File: src/rtl/brseq_pkg.sv
// Package brseq_pkg
// Shared cycle-phase encoding for the relative branch cycle sequencer.
// Assumes a three-bit phase code visible at the top-level ports.
package brseq_pkg;
    typedef enum logic [2:0] {
        PH_IDLE = 3'd0,
        PH_T0   = 3'd1,
        PH_T1   = 3'd2,
        PH_T2   = 3'd3,
        PH_T3   = 3'd4,
        PH_FIX  = 3'd5,
        PH_HAND = 3'd6
    } phase_e;
endpackage

File: src/rtl/brseq_target.sv
// Module brseq_target
// Pure address arithmetic for a relative branch: the two opcode-fetch
// increments, the target with and without the carry into the page byte,
// the page-crossing verdict and the hand-off addresses.
// Assumes ADDR_W > OFS_W and a signed two's-complement offset; the page
// byte is everything above the low OFS_W address bits.
module brseq_target #(
    parameter int ADDR_W = 16,
    parameter int OFS_W  = 8
) (
    input  logic [ADDR_W-1:0] pc_q,
    input  logic [OFS_W-1:0]  off_q,
    output logic [ADDR_W-1:0] pc_p1,
    output logic [ADDR_W-1:0] pc_p2,
    output logic [ADDR_W-1:0] tgt_nocarry,
    output logic [ADDR_W-1:0] tgt_full,
    output logic [ADDR_W-1:0] seq_after_pc2,
    output logic [ADDR_W-1:0] seq_after_tgt,
    output logic              page_cross
);
    localparam int HI_W = ADDR_W - OFS_W;

    logic [ADDR_W-1:0] off_sext;
    logic [OFS_W-1:0]  low_sum;

    // Sign-extend the offset and form both target variants.
    always_comb begin
        off_sext      = {{HI_W{off_q[OFS_W-1]}}, off_q};
        pc_p1         = pc_q + ADDR_W'(1);
        pc_p2         = pc_q + ADDR_W'(2);
        tgt_full      = pc_p2 + off_sext;
        low_sum       = pc_p2[OFS_W-1:0] + off_q;
        tgt_nocarry   = {pc_p2[ADDR_W-1:OFS_W], low_sum};
        page_cross    = (tgt_full[ADDR_W-1:OFS_W] != pc_p2[ADDR_W-1:OFS_W]);
        seq_after_pc2 = pc_p2 + ADDR_W'(1);
        seq_after_tgt = tgt_full + ADDR_W'(1);
    end
endmodule

File: src/rtl/brseq_fsm.sv
// Module brseq_fsm
// Cycle-phase state machine for a relative branch. Captures the opcode
// address at launch, and the offset and branch condition at the end of
// the offset-fetch phase. Every transition and capture waits for rdy.
// Assumes the caller launches only from idle; a launch in any other
// phase is ignored.
module brseq_fsm
    import brseq_pkg::*;
#(
    parameter int ADDR_W = 16,
    parameter int OFS_W  = 8
) (
    input  logic              clk,
    input  logic              rst_n,
    input  logic              rdy,
    input  logic              start,
    input  logic [ADDR_W-1:0] pc_in,
    input  logic [OFS_W-1:0]  data_in,
    input  logic              take,
    input  logic              page_cross,
    output phase_e            ph_q,
    output logic [ADDR_W-1:0] pc_q,
    output logic [OFS_W-1:0]  off_q,
    output logic              take_q
);
    phase_e ph_d;

    // Next-phase selection from the current phase and the branch verdicts.
    always_comb begin
        ph_d = ph_q;
        case (ph_q)
            PH_IDLE: if (start) ph_d = PH_T0;
            PH_T0:   ph_d = PH_T1;
            PH_T1:   ph_d = PH_T2;
            PH_T2:   ph_d = take_q ? PH_T3 : PH_HAND;
            PH_T3:   ph_d = page_cross ? PH_FIX : PH_HAND;
            PH_FIX:  ph_d = PH_HAND;
            PH_HAND: ph_d = PH_IDLE;
            default: ph_d = PH_IDLE;
        endcase
    end

    // Phase register, advanced only on ready cycles.
    always_ff @(posedge clk) begin
        if (!rst_n)   ph_q <= PH_IDLE;
        else if (rdy) ph_q <= ph_d;
    end

    // Opcode address capture at launch from idle.
    always_ff @(posedge clk) begin
        if (!rst_n)                              pc_q <= '0;
        else if (rdy && ph_q == PH_IDLE && start) pc_q <= pc_in;
    end

    // Offset and condition capture at the end of the offset fetch.
    always_ff @(posedge clk) begin
        if (!rst_n) begin
            off_q  <= '0;
            take_q <= 1'b0;
        end else if (rdy && ph_q == PH_T1) begin
            off_q  <= data_in;
            take_q <= take;
        end
    end
endmodule

File: src/rtl/brseq_bus.sv
// Module brseq_bus
// Output decode: selects the address-bus value for the current phase and
// classifies the byte read as the next opcode or as a thrown-away read.
// Also raises the hand-off flags. All inputs come from registers or from
// logic fed only by registers, so the outputs stay stable while stalled.
module brseq_bus
    import brseq_pkg::*;
#(
    parameter int ADDR_W = 16
) (
    input  phase_e            ph_q,
    input  logic              take_q,
    input  logic              page_cross,
    input  logic [ADDR_W-1:0] pc_q,
    input  logic [ADDR_W-1:0] pc_p1,
    input  logic [ADDR_W-1:0] pc_p2,
    input  logic [ADDR_W-1:0] tgt_nocarry,
    input  logic [ADDR_W-1:0] tgt_full,
    input  logic [ADDR_W-1:0] seq_after_pc2,
    input  logic [ADDR_W-1:0] seq_after_tgt,
    output logic [ADDR_W-1:0] addr,
    output logic              next_op,
    output logic              discard,
    output logic              hand_t1f,
    output logic              hand_t1
);
    // Per-phase address and read classification.
    always_comb begin
        addr     = '0;
        next_op  = 1'b0;
        discard  = 1'b0;
        hand_t1f = 1'b0;
        hand_t1  = 1'b0;
        case (ph_q)
            PH_T0: addr = pc_q;
            PH_T1: addr = pc_p1;
            PH_T2: begin
                addr    = pc_p2;
                next_op = !take_q;
                discard = take_q;
            end
            PH_T3: begin
                addr    = tgt_nocarry;
                next_op = !page_cross;
                discard = page_cross;
            end
            PH_FIX: begin
                addr    = tgt_full;
                next_op = 1'b1;
            end
            PH_HAND: begin
                addr     = take_q ? seq_after_tgt : seq_after_pc2;
                hand_t1f = 1'b1;
                hand_t1  = take_q && page_cross;
            end
            default: addr = '0;
        endcase
    end
endmodule

File: src/rtl/branch_cycle_seq.sv
// Module branch_cycle_seq
// Top of the relative branch cycle sequencer: phase machine, address
// arithmetic and output decode. Assumes the memory returns the offset
// byte during the offset-fetch phase and that the branch condition is
// resolved by the end of that phase.
module branch_cycle_seq
    import brseq_pkg::*;
#(
    parameter int ADDR_W = 16,
    parameter int OFS_W  = 8
) (
    input  logic              clk,
    input  logic              rst_n,
    input  logic              rdy,
    input  logic              start,
    input  logic [ADDR_W-1:0] pc_in,
    input  logic [OFS_W-1:0]  data_in,
    input  logic              take,
    output logic [ADDR_W-1:0] addr,
    output logic              next_op,
    output logic              discard,
    output logic              hand_t1f,
    output logic              hand_t1,
    output logic [2:0]        phase
);
    phase_e            ph_q;
    logic [ADDR_W-1:0] pc_q;
    logic [OFS_W-1:0]  off_q;
    logic              take_q;
    logic [ADDR_W-1:0] pc_p1;
    logic [ADDR_W-1:0] pc_p2;
    logic [ADDR_W-1:0] tgt_nocarry;
    logic [ADDR_W-1:0] tgt_full;
    logic [ADDR_W-1:0] seq_after_pc2;
    logic [ADDR_W-1:0] seq_after_tgt;
    logic              page_cross;

    brseq_fsm #(.ADDR_W(ADDR_W), .OFS_W(OFS_W)) u_fsm (
        .clk        (clk),
        .rst_n      (rst_n),
        .rdy        (rdy),
        .start      (start),
        .pc_in      (pc_in),
        .data_in    (data_in),
        .take       (take),
        .page_cross (page_cross),
        .ph_q       (ph_q),
        .pc_q       (pc_q),
        .off_q      (off_q),
        .take_q     (take_q)
    );

    brseq_target #(.ADDR_W(ADDR_W), .OFS_W(OFS_W)) u_target (
        .pc_q          (pc_q),
        .off_q         (off_q),
        .pc_p1         (pc_p1),
        .pc_p2         (pc_p2),
        .tgt_nocarry   (tgt_nocarry),
        .tgt_full      (tgt_full),
        .seq_after_pc2 (seq_after_pc2),
        .seq_after_tgt (seq_after_tgt),
        .page_cross    (page_cross)
    );

    brseq_bus #(.ADDR_W(ADDR_W)) u_bus (
        .ph_q          (ph_q),
        .take_q        (take_q),
        .page_cross    (page_cross),
        .pc_q          (pc_q),
        .pc_p1         (pc_p1),
        .pc_p2         (pc_p2),
        .tgt_nocarry   (tgt_nocarry),
        .tgt_full      (tgt_full),
        .seq_after_pc2 (seq_after_pc2),
        .seq_after_tgt (seq_after_tgt),
        .addr          (addr),
        .next_op       (next_op),
        .discard       (discard),
        .hand_t1f      (hand_t1f),
        .hand_t1       (hand_t1)
    );

    // Expose the phase code at the port.
    assign phase = ph_q;
endmodule

File: config.mk
export PLATFORM = sky130hd
export DESIGN_NAME = branch_cycle_seq
export DESIGN_NICKNAME = d
export VERILOG_FILES = /design/src/rtl/brseq_pkg.sv /design/src/rtl/brseq_target.sv /design/src/rtl/brseq_fsm.sv /design/src/rtl/brseq_bus.sv /design/src/rtl/branch_cycle_seq.sv
export SDC_FILE = /design/constraint.sdc
export NUM_CORES = 1
export LEC_CHECK = 0
export BUFFER_PORTS_ARGS = -buffer_cell sky130_fd_sc_hd__buf_2
export CAP_MARGIN = 30
export CORE_MARGIN = 10
export CORE_UTILIZATION = 60
export DETAILED_ROUTE_END_ITERATION = 10
export GPL_ROUTABILITY_DRIVEN = 0
export HOLD_SLACK_MARGIN = 0.15
export PLACE_DENSITY_LB_ADDON = 0.3
export SYNTH_ARGS = -nofsm -noshare
export SYNTH_HDL_FRONTEND = slang
export SYNTH_SLANG_ARGS = --single-unit
File: constraint.sdc
create_clock -name clk -period 5.2 [get_ports clk]
set_input_delay 0.52 -clock clk [delete_from_list [all_inputs] [get_ports clk]]
set_output_delay 0.52 -clock clk [all_outputs]
set_load 0.01 [all_outputs]
# [After elaboration in Yosys (flattened, before gate mapping)]
# Index checks and enable logic that the tools add are counted.
[classes] n_eq_ne=8 mux=10 reduce_logical=8 addsub=6
[op_table] cell="$pmux W16 S6" count=1
[op_table] cell="$add A16 B1 Y16 const B" count=3
[op_table] cell="$pmux W3 S6" count=1
[op_table] cell="$add A16 B16 Y16" count=1
[op_table] cell="$add A16 B2 Y16 const B" count=1
[op_table] cell="$mux W16" count=1
[op_table] cell="$eq A3 B3 Y1 const B" count=3
[op_table] cell="$add A8 B8 Y8" count=1
[op_table] cell="$ne A8 B8 Y1" count=1
[op_table] cell="$eq A3 B2 Y1 const B" count=2
[op_table] cell="$logic_and A1 B1 Y1" count=4
[op_table] cell="$mux W2" count=2
[op_table] cell="$eq A3 B1 Y1 const B" count=1
[op_table] cell="$logic_not A3 Y1" count=1
[op_table] cell="$mux W3" count=1
[op_table] cell="$pmux W1 S3" count=1
[op_table] cell="$logic_not A1 Y1" count=2
[op_table] cell="$mux W1" count=2
[op_table] cell="$ne A2 B2 Y1 const B" count=1
[op_table] cell="$pmux W1 S2" count=1
[op_table] cell="$reduce_and A2 Y1" count=1
[word_totals] inputBits=29 reg_bits=28 output_inout_bits=23 wordCells=36

# [Depth between registers and ports, before layout]
[depth] ltp_word=5 ltp_mapped=18 depth_no_buf=16

# [Cells and area by module]
# From an unflattened synthesis, not the netlist that was laid out.
[hier_totals] hier_cells=591 hier_area_um2=4513.1
[modules_own_cells] module="brseq_target" seq_area_each_um2=0.0 cells_each=310 area_each_um2=2264.7 instances=1
[modules_own_cells] module="brseq_fsm" seq_area_each_um2=560.5 cells_each=131 area_each_um2=1164.9 instances=1
[modules_own_cells] module="brseq_bus" seq_area_each_um2=0.0 cells_each=150 area_each_um2=1083.5 instances=1

# [Least setup slack after synthesis]
# No wires, ideal clock.
[synth_path] path_type="reg2out" startpoint="register u_fsm.pc_q[2]" endpoint="output addr[15]" required_ns=4.680 n_path_buf=2 stages_incl_launch_ff=18 slack_ns=1.080 arrival_ns=3.600 path_cell_list="dfxtp_1 -> ha_1 -> buf_4 -> inv_1 -> nor3_4 -> and3_4 -> xor2_1 -> ha_1 -> clkbuf_1 -> o21a_1 -> o31ai_1 -> a2111o_1 -> o2111ai_1 -> mux2_2 -> o22ai_1 -> a32oi_1 -> o22a_1 -> o21ai_1"
[synth_between] elab_chain_cells=5 word_cells_on_any_way=7 cone_classes="add/sub (5); mux (2)"
[synth_rtl] item="start, declared" line_no="brseq_fsm.sv:22" source="output logic [ADDR_W-1:0] pc_q,"
[synth_rtl] item="start signal, assigned" line_no="brseq_fsm.sv:52" source="else if (rdy && ph_q == PH_IDLE && start) pc_q <= pc_in;"
[synth_rtl] item="$add A16 B2 Y16" line_no="brseq_target.sv:30" source="pc_p2 = pc_q + ADDR_W'(2);"
[synth_rtl] item="$add A16 B16 Y16" line_no="brseq_target.sv:31" source="tgt_full = pc_p2 + off_sext;"
[synth_rtl] item="$add A16 B1 Y16" line_no="brseq_target.sv:36" source="seq_after_tgt = tgt_full + ADDR_W'(1);"
[synth_rtl] item="$mux W16" line_no="brseq_bus.sv:52" source="addr = take_q ? seq_after_tgt : seq_after_pc2;"
[synth_rtl] item="$pmux W16 S6 *" line_no="brseq_bus.sv:34" source="case (ph_q)"
[synth_rtl] item="end, declared" line_no="branch_cycle_seq.sv:19" source="output logic [ADDR_W-1:0] addr,"
# Mark *: on every way between the ends. The rest lies on a longest branch, timed or not.

# [Final worst setup path]
[layout_path] startpoint="register u_fsm.pc_q[4]" endpoint="output addr[15]"
# Same word-level chain as after synthesis.

==> Implementation_results.wiki <==
{| class="wikitable"
! Metric !! Value
|-
| Dominant register cell in the synthesized netlist || sky130_fd_sc_hd__dfxtp_1
|-
| Final cell area excluding filler cells || about 4200 sq um
|-
| Pin count of the biggest net entering global routing || 33
|-
| Data required time at the worst endpoint || approximately 4.7 ns
|-
| Transition time at the pin with the least slew margin || 0.774 ns
|-
| Unique cell type count in the Yosys netlist || 76
|-
| GRT overflow || 0
|-
| Total of flip-flops plus latches after synthesis || 28
|-
| Headroom to the max-slew limit || 0.479
|-
| Run status || finished clean
|-
| Share of Yosys cell area claimed by the top area cell type || 0.148
|-
| Netlist area before placement || about 3800 sq um
|-
| Global-route met3 utilization || 0.0298
|-
| Sequential cell area fraction in the yosys report || 0.148
|-
| Overall routed net length || 12000 um
|-
| Hold Violations, Final || 0
|-
| CTS tree || built
|-
| Cell types occupying the most area after synthesis || sky130_fd_sc_hd__dfxtp_1 (15%), sky130_fd_sc_hd__nand2_1 (9.9%), sky130_fd_sc_hd__ha_1 (5.9%)
|-
| XOR/XNOR share of the synthesized area || 0.0968
|-
| Per-cell via count in the routed design || 6.68
|-
| Max-slew violation total from the final report || 0
|-
| Net count after synthesis || 585
|-
| Endpoint class of the critical path || output port
|-
| Share of synthesized area spent on multiplexers || 0.0303
|-
| Achievable clock frequency || a little over 0.2 GHz
|-
| Number of instances in the placed design || between 600 and 700
|-
| Combinational family with the most area after synthesis || compound AO/OA/AOI/OAI gates
|-
| Crit path capture || addr[15]
|-
| RR Startpoint || u_fsm.pc_q[4]
|-
| CORE AREA || 6030 sq um
|-
| Die outline height || around 100 um
|-
| Clock latency on the worst-skew pair || about 0.29 ns
|-
| Compound-gate portion of the synthesized area || 0.310
|-
| Number of setup violations in the final report || 0
|-
| Met2 global-route usage || 0.348
|-
| Count of non-filler cells in the finished layout || roughly 650
|-
| Routed via count || around 4300
|-
| Critical Path Start Type || flop
|-
| First-pass GRT wire length || 18900 um
|-
| Slack of the worst reg-to-reg path || between 1 and 1.5 ns
|-
| Tcrit/Tclk final || 0.956
|-
| HP Class || in -> reg
|-
| Overall die area || ~10000 sq um
|-
| Mapped Cells || ~540
|-
| Post-DP Area || just over 4000 sq um
|-
| Buffers added on ports || between 50 and 60
|-
| Number of design-rule violations left by the first detailed-router iteration || approximately 670
|-
| Largest area contributor in the netlist || sky130_fd_sc_hd__dfxtp_1
|-
| Number of optimization iterations in the first detailed-route pass || 7
|-
| YS warnings || 0
|-
| Die outline width || approximately 100 um
|-
| Layout cell share with drive strength beyond 1 || 0.186
|-
| Worst setup slack before clock tree synthesis || between 0.2 and 0.3 ns
|-
| Critical R2R Capture || u_fsm.ph_q[0]
|-
| Average wire per standard cell || 18.5 um
|-
| Share of flip-flops with an asynchronous set or reset || 0
|-
| Effective utilization at floorplan || 0.630
|-
| Setup skew after layout || 0.0121 ns
|-
| Category of the critical setup timing path || reg -> out
|-
| Leak pwr || ~1.8 nW
|-
| Count of boundary I/O pins || 52
|-
| Number of diodes || 0
|-
| Total clock buffers created by CTS || 3
|-
| Most used routing layer in global routing || met2
|-
| Maximum fanout along the worst path || 12
|-
| Minimum clock period after layout || ~5.0 ns
|-
| Row count || 28
|-
| Total number of H-tree levels || 1
|-
| Area growth, synth to finish || 10.3%
|-
| Power per unit of standard cell area || between 200 and 250 nW/um^2
|-
| Final antenna-violating net count || 0
|-
| Number of flops mapped to enable cells by yosys || 0
|-
| Synthesized area per cell || roughly 7.1 sq um
|-
| CP Data Arrival Time || 4.45 ns
|-
| Initial antenna violation count || 0
|-
| Clk Tree Root Cell || sky130_fd_sc_hd__clkbuf_8
|-
| Peak VDD IR || 0.196 mV
|-
| DRC || 0
|-
| Post-synthesis share of cell area spent on and, or, nand and nor gates || 0.292
|-
| Number of global-route vias before repair || 3924
|-
| Number of nets in the layout || 620
|-
| Final WS setup || around 0.23 ns
|-
| Worst hold slack after final layout || roughly 0.46 ns
|-
| Gr usage total || 0.222
|-
| TritonCTS sink count || 28
|-
| R2R cell count || 14
|-
| CP Launch Point || u_fsm.pc_q[4]
|-
| Clock-pin slew of the registers on the worst-case setup and hold paths || 0.11 ns
|-
| GRT met1 Usage || 0.302
|-
| Placed wire-length estimate || between 8000 and 9000 um
|-
| Adder-cell share of the synthesized area || 0.0646
|-
| Clk buf depth || 2
|-
| Reported max-cap violation count || 0
|}
## worst max-delay path, stage by stage, from the launching register on
cell	delay [ns]
sky130_fd_sc_hd__dfxtp_2	0.48
sky130_fd_sc_hd__nand4_1	0.34
sky130_fd_sc_hd__nor3_1	0.31
sky130_fd_sc_hd__xnor2_1	0.17
sky130_fd_sc_hd__inv_1	0.12
sky130_fd_sc_hd__ha_1	0.39
sky130_fd_sc_hd__a21oi_1	0.24
sky130_fd_sc_hd__o21ai_0	0.12
sky130_fd_sc_hd__a22oi_1	0.23
sky130_fd_sc_hd__o211ai_2	0.16
sky130_fd_sc_hd__a211o_1	0.35
sky130_fd_sc_hd__nor3_1	0.28
sky130_fd_sc_hd__nand4_1	0.21
sky130_fd_sc_hd__nor4b_2	0.38
sky130_fd_sc_hd__xnor2_1	0.12
sky130_fd_sc_hd__o21ai_1	0.12
sky130_fd_sc_hd__buf_2	0.16
## cell type report
type	count	area, sq um
Clock buffer	3	41.3
Clock inverter	1	30.0
Fill cell	516	1830
Inverter	19	71.3
Multi-Input combinational cell	457	3050
Sequential cell	28	567
Tap cell	75	93.8
Timing Repair Buffer	63	343
## cells in the final DEF, fill, tap and decap left out, drive strengths merged, types with 4 or more instances in the layout
cell      n
nor3     13
and3     10
ha       18
mux2i     7
a22oi     6
inv      19
or3       9
xor2     20
a21oi    38
and2      6
nand2b    6
o31ai     5
nand4     9
dfxtp    28
buf      63
nor2     37
xnor2    22
a31oi     4
o22a      4
mux2      4
a22o      4
nand3    15
o221ai   14
a21boi   26
o21ai    24
o21a      4
a21o      8
nand2   101
## cell usage after synthesis, types with 4 or more instances
library cell and number:
sky130_fd_sc_hd__a21boi_0 26, sky130_fd_sc_hd__a21o_1 8, sky130_fd_sc_hd__a21oi_1 37, sky130_fd_sc_hd__a22o_1 4, sky130_fd_sc_hd__a22oi_1 6, sky130_fd_sc_hd__a31oi_1 4
sky130_fd_sc_hd__and2_1 6, sky130_fd_sc_hd__and3_1 9, sky130_fd_sc_hd__buf_2 6, sky130_fd_sc_hd__buf_4 5, sky130_fd_sc_hd__clkbuf_1 20, sky130_fd_sc_hd__dfxtp_1 28
sky130_fd_sc_hd__ha_1 18, sky130_fd_sc_hd__inv_1 17, sky130_fd_sc_hd__mux2_2 4, sky130_fd_sc_hd__mux2i_1 7, sky130_fd_sc_hd__nand2_1 100, sky130_fd_sc_hd__nand2b_1 6
sky130_fd_sc_hd__nand3_1 13, sky130_fd_sc_hd__nand4_1 9, sky130_fd_sc_hd__nor2_1 35, sky130_fd_sc_hd__nor3_1 11, sky130_fd_sc_hd__o21a_1 4, sky130_fd_sc_hd__o21ai_0 18
sky130_fd_sc_hd__o21ai_1 6, sky130_fd_sc_hd__o221ai_1 12, sky130_fd_sc_hd__o22a_1 4, sky130_fd_sc_hd__o31ai_1 5, sky130_fd_sc_hd__or3_1 9, sky130_fd_sc_hd__xnor2_1 22
sky130_fd_sc_hd__xor2_1 20
## logic make-up after synthesis
group                    count (synthesis)
AO/OA/AOI/OAI                          164
XOR/XNOR                                42
adder cells (fa/ha/maj)                 19
buffers and inverters                   52
flip-flops                              28
multiplexers                            11
AND/OR/NAND/NOR                        221
## per-layer routing
metal	vias up	wire, um
met5	-	0
met4	0	350
met3	50	1270
met2	312	5290
met1	1939	5050
li1	2016	-
## metrics by stage
stage | power (mW) | utilization | setup TNS, ns
final | 0.872 | 0.696 | 0
after global routing | 0.917 | 0.696 | -0.0743
after CTS | 0.856 | 0.688 | 0
after detailed placement | 0.679 | 0.675 | 0
after global placement | 0.668 | 0.674 | 0
after floorplan | 0.558 | - | 0
## flip-flops by register name (all words and copies together) (netlist names)
signal        cells
u_fsm.off_q       8
u_fsm.pc_q       16
u_fsm.ph_q        3
u_fsm.take_q      1
## worst min path at each step
stage | from | endpoint | slack [ns] | depth (start not counted)
2_1_floorplan | u_fsm.off_q[0] | u_fsm.off_q[0] | 0.45 | 2
4_1_cts | data_in[3] | u_fsm.off_q[3] | 0.47 | 3
6_report | pc_in[2] | u_fsm.pc_q[2] | 0.46 | 3
3_3_place_gp | u_fsm.off_q[2] | u_fsm.off_q[2] | 0.46 | 2
5_1_grt | data_in[7] | u_fsm.off_q[7] | 0.46 | 3
3_5_place_dp | u_fsm.off_q[5] | u_fsm.off_q[5] | 0.47 | 2
## where the power goes
| part | total, mW | switching, mW | leakage (nW) | internal [mW] |
|---|---|---|---|---|
| clock | 0.178 | 0.0743 | 0.0357 | 0.103 |
| combinational | 0.425 | 0.276 | 1.54 | 0.149 |
| sequential | 0.269 | 0.0340 | 0.230 | 0.235 |
## timing repair
item,in CTS,in global routing
setup endpoints to repair,4,6
pin swaps,0,2
hold buffers,0,0
setup buffers,0,2
resized for setup,4,7
(Power assumes the default switching activity.)
